==> src/rtl/bdp_pkg.sv <==
package bdp_pkg;

  typedef enum logic [1:0] {
    ST_IDLE = 2'd0,
    ST_PLAN = 2'd1,
    ST_CMD  = 2'd2,
    ST_RSP  = 2'd3
  } bdp_state_e;

  localparam int BLOCK_BYTES = 512;

  // Words in burst number bidx of a block, given the line word offset.
  function automatic int burst_words(input int off, input int bidx,
                                     input int wpb, input int bpb);
    if (off == 0)    return wpb;
    if (bidx == 0)   return wpb - off;
    if (bidx == bpb) return off;
    return wpb;
  endfunction

  // Whether burst number bidx closes a block.
  function automatic logic burst_is_last(input int off, input int bidx, input int bpb);
    return (off == 0) ? (bidx == bpb - 1) : (bidx == bpb);
  endfunction

  // Words moved by one flit when rem words of the burst are left.
  function automatic int flit_words(input int rem, input int wpf);
    return (wpf >= 2 && rem >= 2) ? 2 : 1;
  endfunction

endpackage

==> src/rtl/bdp_burst_len.sv <==
module bdp_burst_len #(
  parameter int WPB = 8,
  parameter int BPB = 16,
  parameter int OFW = 3,
  parameter int BCW = 5,
  parameter int WCW = 4
) (
  input  logic [OFW-1:0] off,
  input  logic [BCW-1:0] bidx,
  output logic [WCW-1:0] nwords,
  output logic           last
);
  always_comb begin
    nwords = WCW'(bdp_pkg::burst_words(int'(off), int'(bidx), WPB, BPB));
    last   = bdp_pkg::burst_is_last(int'(off), int'(bidx), BPB);
  end
endmodule

==> src/rtl/bdp_flit_pack.sv <==
module bdp_flit_pack #(
  parameter int BUS_BYTES = 8,
  parameter int WCW       = 4
) (
  input  logic [WCW-1:0]           rem,
  input  logic [31:0]              lo,
  input  logic [31:0]              hi,
  output logic [BUS_BYTES*8-1:0]   data,
  output logic [BUS_BYTES-1:0]     be,
  output logic [1:0]               nw,
  output logic                     eop
);
  localparam int WPF = BUS_BYTES / 4;

  always_comb nw = 2'(bdp_pkg::flit_words(int'(rem), WPF));
  assign eop = (rem <= WCW'(nw));

  generate
    if (BUS_BYTES == 8) begin : g_wide
      always_comb begin
        if (nw == 2'd2) begin
          data = {hi, lo};
          be   = '1;
        end else begin
          data = {32'h0, lo};
          be   = BUS_BYTES'(8'h0F);
        end
      end
    end else begin : g_narrow
      always_comb begin
        data = lo;
        be   = '1;
      end
    end
  endgenerate
endmodule

==> src/rtl/blk_burst_dma.sv <==
module blk_burst_dma #(
  parameter int ADDR_W      = 32,
  parameter int NBLK_W      = 16,
  parameter int BURST_BYTES = 32,
  parameter int BUS_BYTES   = 8
) (
  input  logic                              clk,
  input  logic                              rst_n,
  input  logic                              start,
  input  logic                              to_mem,
  input  logic [ADDR_W-1:0]                 start_addr,
  input  logic [NBLK_W-1:0]                 nblocks,
  output logic                              busy,
  output logic                              done,
  output logic                              err,
  output logic                              cmd_valid,
  input  logic                              cmd_ready,
  output logic                              cmd_write,
  output logic [ADDR_W-1:0]                 cmd_addr,
  output logic [$clog2(BURST_BYTES+1)-1:0]  cmd_len,
  output logic [BUS_BYTES*8-1:0]            cmd_data,
  output logic [BUS_BYTES-1:0]              cmd_be,
  output logic                              cmd_last,
  input  logic                              rsp_valid,
  output logic                              rsp_ready,
  input  logic [BUS_BYTES*8-1:0]            rsp_data,
  input  logic                              rsp_err,
  input  logic                              rsp_last,
  output logic [6:0]                        buf_rd_idx,
  input  logic [31:0]                       buf_rd_lo,
  input  logic [31:0]                       buf_rd_hi,
  output logic                              buf_wr_en,
  output logic [6:0]                        buf_wr_idx,
  output logic [BUS_BYTES*8-1:0]            buf_wr_data,
  output logic                              buf_wr_two
);
  import bdp_pkg::*;

  localparam int WPB = BURST_BYTES / 4;
  localparam int BPB = BLOCK_BYTES / BURST_BYTES;
  localparam int OFW = $clog2(WPB);
  localparam int BCW = $clog2(BPB + 2);
  localparam int WCW = $clog2(WPB + 1);
  localparam int LW  = $clog2(BURST_BYTES + 1);
  localparam int IW  = $clog2(BLOCK_BYTES / 4);
  localparam int DW  = BUS_BYTES * 8;

  bdp_state_e        st_q;
  logic              dir_q;
  logic [NBLK_W-1:0] nblk_q, blk_q;
  logic [BCW-1:0]    bcnt_q;
  logic [OFW-1:0]    off_q;
  logic [WCW-1:0]    nwords_q, wcnt_q, rem;
  logic [ADDR_W-1:0] addr_q, step;
  logic [IW-1:0]     idx_q;
  logic              done_q, err_q;

  logic [WCW-1:0]    bl_nwords;
  logic              bl_last;
  logic [DW-1:0]     pk_data;
  logic [BUS_BYTES-1:0] pk_be;
  logic [1:0]        fl_nw;
  logic              fl_eop;

  // Named internal events
  logic start_ok, cmd_fire, rsp_fire, ev_burst_end, ev_xfer_ok, last_blk;

  bdp_burst_len #(.WPB(WPB), .BPB(BPB), .OFW(OFW), .BCW(BCW), .WCW(WCW)) u_len (
    .off(off_q), .bidx(bcnt_q), .nwords(bl_nwords), .last(bl_last)
  );

  bdp_flit_pack #(.BUS_BYTES(BUS_BYTES), .WCW(WCW)) u_pack (
    .rem(rem), .lo(buf_rd_lo), .hi(buf_rd_hi),
    .data(pk_data), .be(pk_be), .nw(fl_nw), .eop(fl_eop)
  );

  assign rem          = nwords_q - wcnt_q;
  assign step         = ADDR_W'(fl_nw) << 2;
  assign last_blk     = (blk_q == nblk_q - NBLK_W'(1));
  assign start_ok     = start && (st_q == ST_IDLE);
  assign cmd_fire     = cmd_valid && cmd_ready;
  assign rsp_fire     = rsp_valid && rsp_ready;
  assign ev_burst_end = rsp_fire && !rsp_err && (dir_q || rsp_last);
  assign ev_xfer_ok   = ev_burst_end && bl_last && last_blk;

  assign busy        = (st_q != ST_IDLE);
  assign done        = done_q;
  assign err         = err_q;
  assign cmd_valid   = (st_q == ST_CMD);
  assign cmd_write   = dir_q;
  assign cmd_addr    = addr_q;
  assign cmd_len     = LW'(nwords_q) << 2;
  assign cmd_data    = dir_q ? pk_data : '0;
  assign cmd_be      = dir_q ? pk_be : '0;
  assign cmd_last    = dir_q ? fl_eop : 1'b1;
  assign rsp_ready   = (st_q == ST_RSP);
  assign buf_rd_idx  = idx_q;
  assign buf_wr_en   = rsp_fire && !dir_q && !rsp_err;
  assign buf_wr_idx  = idx_q;
  assign buf_wr_data = rsp_data;
  assign buf_wr_two  = (fl_nw == 2'd2);

  always_ff @(posedge clk or negedge rst_n) begin
    if (!rst_n) begin
      st_q     <= ST_IDLE;
      dir_q    <= 1'b0;
      nblk_q   <= '0;
      blk_q    <= '0;
      bcnt_q   <= '0;
      off_q    <= '0;
      nwords_q <= '0;
      wcnt_q   <= '0;
      addr_q   <= '0;
      idx_q    <= '0;
      done_q   <= 1'b0;
      err_q    <= 1'b0;
    end else begin
      case (st_q)
        ST_IDLE: begin
          if (start_ok) begin
            done_q <= (nblocks == '0);
            err_q  <= 1'b0;
            dir_q  <= to_mem;
            nblk_q <= nblocks;
            blk_q  <= '0;
            bcnt_q <= '0;
            idx_q  <= '0;
            off_q  <= start_addr[2 +: OFW];
            addr_q <= {start_addr[ADDR_W-1:2], 2'b00};
            if (nblocks != '0) st_q <= ST_PLAN;
          end
        end
        ST_PLAN: begin
          nwords_q <= bl_nwords;
          wcnt_q   <= '0;
          st_q     <= ST_CMD;
        end
        ST_CMD: begin
          if (cmd_fire) begin
            if (dir_q) begin
              wcnt_q <= wcnt_q + WCW'(fl_nw);
              addr_q <= addr_q + step;
              idx_q  <= idx_q + IW'(fl_nw);
              if (fl_eop) st_q <= ST_RSP;
            end else begin
              st_q <= ST_RSP;
            end
          end
        end
        ST_RSP: begin
          if (rsp_fire) begin
            if (rsp_err) begin
              st_q   <= ST_IDLE;
              done_q <= 1'b1;
              err_q  <= 1'b1;
            end else begin
              if (!dir_q) begin
                wcnt_q <= wcnt_q + WCW'(fl_nw);
                addr_q <= addr_q + step;
                idx_q  <= idx_q + IW'(fl_nw);
              end
              if (ev_burst_end) begin
                if (ev_xfer_ok) begin
                  st_q   <= ST_IDLE;
                  done_q <= 1'b1;
                end else if (bl_last) begin
                  blk_q  <= blk_q + NBLK_W'(1);
                  bcnt_q <= '0;
                  idx_q  <= '0;
                  st_q   <= ST_PLAN;
                end else begin
                  bcnt_q <= bcnt_q + BCW'(1);
                  st_q   <= ST_PLAN;
                end
              end
            end
          end
        end
        default: st_q <= ST_IDLE;
      endcase
    end
  end
endmodule

==> config.mk <==
export PLATFORM = sky130hd
export DESIGN_NAME = blk_burst_dma
export DESIGN_NICKNAME = d
export VERILOG_FILES = /design/src/rtl/bdp_pkg.sv /design/src/rtl/bdp_burst_len.sv /design/src/rtl/bdp_flit_pack.sv /design/src/rtl/blk_burst_dma.sv
export SDC_FILE = /design/constraint.sdc
export NUM_CORES = 1
export LEC_CHECK = 0
export BUFFER_PORTS_ARGS = -buffer_cell sky130_fd_sc_hd__buf_2
export CORE_MARGIN = 8
export CORE_UTILIZATION = 30
export CTS_CLUSTER_DIAMETER = 50
export DETAILED_ROUTE_END_ITERATION = 8
export GPL_TIMING_DRIVEN = 0
export SYNTH_ARGS = -nofsm -noshare
export SYNTH_HDL_FRONTEND = slang
export SYNTH_SLANG_ARGS = --single-unit
==> constraint.sdc <==
create_clock -name clk -period 8.5 [get_ports clk]
set_input_delay 0 -clock clk [delete_from_list [all_inputs] [get_ports clk]]
set_output_delay 0 -clock clk [all_outputs]
set_load 0.005 [all_outputs]
==> results.json <==
{
  "cts_root_buffer": "clkbuf_16",
  "finalCritPeriodShare_pct": 62.9,
  "dp.final_hpwl_mm": 22.2,
  "grt_busiest_layer": "met2",
  "routed_wl_mm": 28.0,
  "ys_seq_area_share_pct": 32.3,
  "end_kind": "flip-flop",
  "die_w_um": 168,
  "clk_path_buf_depth": 2,
  "fin_skew_ns": 0.0118,
  "grt_use_met1_pct": 22.4,
  "dr.pass1.iters": 5,
  "drc": 0,
  "grt_pass1_vias": 7478,
  "hold_class": "input pin to flip-flop",
  "syn_area_mm2": 0.00697,
  "tns_ns": 0,
  "clock_latency_ns": 0.36,
  "numCtsBuffers": 9,
  "critPathLaunchType": "flip-flop",
  "power.density_mw_per_mm2": 335,
  "tightest_slew_ns": 0.842,
  "synth_ff_type": "dfrtp_1",
  "htree_levels": 3,
  "holdPathStages": 3,
  "grt_start_max_net_pins": 57,
  "violations": "negative hold slack",
  "status": "finished with violations",
  "drv_slew": 0,
  "ios": 381,
  "syn_to_final_growth_pct": 38.8,
  "cp_data_arrival_time_ns": 5.63,
  "place.port_buffers": 310,
  "track_usage_pct": 18.9,
  "vias": 7587,
  "fin_hold_ws_ns": -0.00708,
  "crit_type": "flip-flop to flip-flop",
  "cap_violations": 0,
  "crit_required_ns": 8.78,
  "syn_inst": 834,
  "grt_use_met2_pct": 32.8,
  "globalRoute.totalOverflow": 0,
  "pre_cts_ws_ns": 3.18,
  "final.min_clock_period_ns": 5.35,
  "place.gp.congestion": 0.886,
  "max_freq_ghz": 0.187,
  "use_met3_pct": 3.93,
  "rsz0062_at_grt": "no",
  "post-route-util_pct": 42.6,
  "clock_sinks": 90,
  "power.total_uw": 3240,
  "ys_seq_elements": 90,
  "hold_viol": 1,
  "drive_above_1_share_pct": 37.2,
  "synth_edf_count": 0,
  "grt_pass1_wl_mm": 42.5,
  "path_clk_slew_ns": 0.07,
  "worst_slack_ns": 3.15,
  "coreArea_mm2": 0.0227,
  "syn_avg_cell_area_um2": 8.36,
  "die_h_um": 168,
  "initialDrtViolationCount": 575,
  "rr_worst_depth": 17,
  "yosysWarnings": 0,
  "routedWlPerCell_um": 18.7,
  "dieArea_mm2": 0.0284,
  "vias_per_cell": 5.08,
  "critPathMaxFanout": 15,
  "ant_nets": 0,
  "antenna_found_initial": 1,
  "p_leak_uw": 0.00478,
  "layout.nets": 1416,
  "num_rows": 55,
  "start_util_pct": 30.7,
  "synth.distinct_cells": 68,
  "peakVddDrop_mv": 0.124,
  "async_flop_share_pct": 100,
  "timing.slew.headroom_pct": 43.9,
  "tritoncts": "yes",
  "setup_viol": 0
}
[cell families after synthesis]
| kind of cell | share of synthesized area (%) |
|---|---|
| flip-flops | 32.3 |
| buffers and inverters | 12.8 |
| XOR/XNOR | 2.51 |
| AND/OR/NAND/NOR | 24.7 |
| AO/OA/AOI/OAI | 17.7 |
| multiplexers | 4.43 |
| other | 0.0538 |
| adder cells (fa/ha/maj) | 5.46 |
[cells in the mapped netlist (9+ instances only)]
cell type | number | area [µm²]
o22ai_1 | 16 | 100
nand4_1 | 16 | 100
a31oi_1 | 9 | 56.3
nand2_1 | 79 | 297
dfrtp_1 | 90 | 2250
mux2_2 | 21 | 236
ha_1 | 24 | 300
and3_1 | 43 | 269
nand3_1 | 23 | 115
inv_1 | 29 | 109
o21ai_0 | 43 | 215
nor2_1 | 51 | 191
buf_4 | 82 | 616
and2_1 | 33 | 206
o31ai_1 | 9 | 67.6
or4_1 | 10 | 75.1
xnor2_1 | 13 | 114
clkbuf_1 | 32 | 120
nor3_1 | 16 | 80.1
a21oi_1 | 62 | 310
[state kept, by name, summed over array words and instances (netlist names), 3 cells and up]
signal      count
bcnt_q          5
blk_q          16
buf_rd_idx      7
cmd_addr       30
nblk_q         16
nwords_q        4
off_q           3
wcnt_q          4
[worst paths after layout]
| check | slack (ns) | end | from |
|---|---|---|---|
| setup / recovery | 3.15 | cmd_addr[29] | wcnt_q[1] |
| hold / removal | -0.007 | cmd_addr[20] | start_addr[20] |
| setup reg to reg | 3.15 | cmd_addr[29] | wcnt_q[1] |
| hold reg to reg | 0.50 | done | done |
| max in group asynchronous | 7.64 | cmd_addr[10] | rst_n |
| min in group asynchronous | 0.17 | nblk_q[13] | rst_n |
[worst max-delay path: stages, from the launching register on]
cell,delay [ns]
dfrtp_1,0.42
inv_1,0.14
ha_1,0.24
nor2b_1,0.14
or4_1,0.39
a21oi_1,0.19
o21ai_0,0.30
clkbuf_1,0.42
inv_1,0.34
ha_1,0.25
a21oi_1,0.12
or4b_2,0.73
nor3_1,0.51
nand3_1,0.29
nor2_1,0.23
nand2_1,0.14
o31a_1,0.27
o21ai_0,0.13
[final cells by class]
type	instances	area, µm²
Fill cell	2270	13000
Tap cell	285	357
Antenna cell	1	2.50
Timing Repair Buffer	356	2030
Multi-Input combinational cell	596	3830
Buffer	122	786
Clock inverter	5	63.8
Sequential cell	90	2250
Inverter	29	109
Clock buffer	10	239
[timing repair]
action | CTS | global route
gates resized for setup | 0 | 0
hold endpoints to repair | 80 | 0
hold buffers | 45 | 0
setup buffers | 0 | 0
[metrics by stage]
step / hold slack (ns) / instance area, µm² / instances
3_3_place_gp: 0.170 / 8890 / 1432
4_1_cts: 0.00106 / 9670 / 1493
2_1_floorplan: -0.296 / 6980 / 837
3_5_place_dp: 0.0118 / 8920 / 1433
6_report: -0.00708 / 9670 / 1494
5_1_grt: 0.0336 / 9670 / 1494
[placed cells by master, fill, tap and decap left out, types with 9 or more instances in the layout]
master         instances
dfrtp_1               90
ha_1                  24
o21ai_0               43
nor2_1                51
o31ai_1                9
nand4_1               16
buf_2                312
clkbuf_1              32
o22ai_1               16
mux2_2                21
inv_1                 29
xnor2_1               13
a31oi_1                9
nand2_1               79
buf_4                 83
dlygate4sd3_1         45
a21oi_1               62
clkbuf_16              9
and3_1                43
nand3_1               23
or4_1                 10
and2_1                33
nor3_1                16
[power by group]
part / total [µW] / switching [µW] / internal, µW
sequential: 800 / 205 / 594
combinational: 2020 / 1180 / 843
clock: 423 / 187 / 237
[layer usage]
metal / wire (µm) / up-vias
li1: - / 3643
met1: 11400 / 3533
met2: 13800 / 357
met3: 1970 / 54
met4: 863 / 0
met5: 0 / -
(Power assumes the default switching activity.)
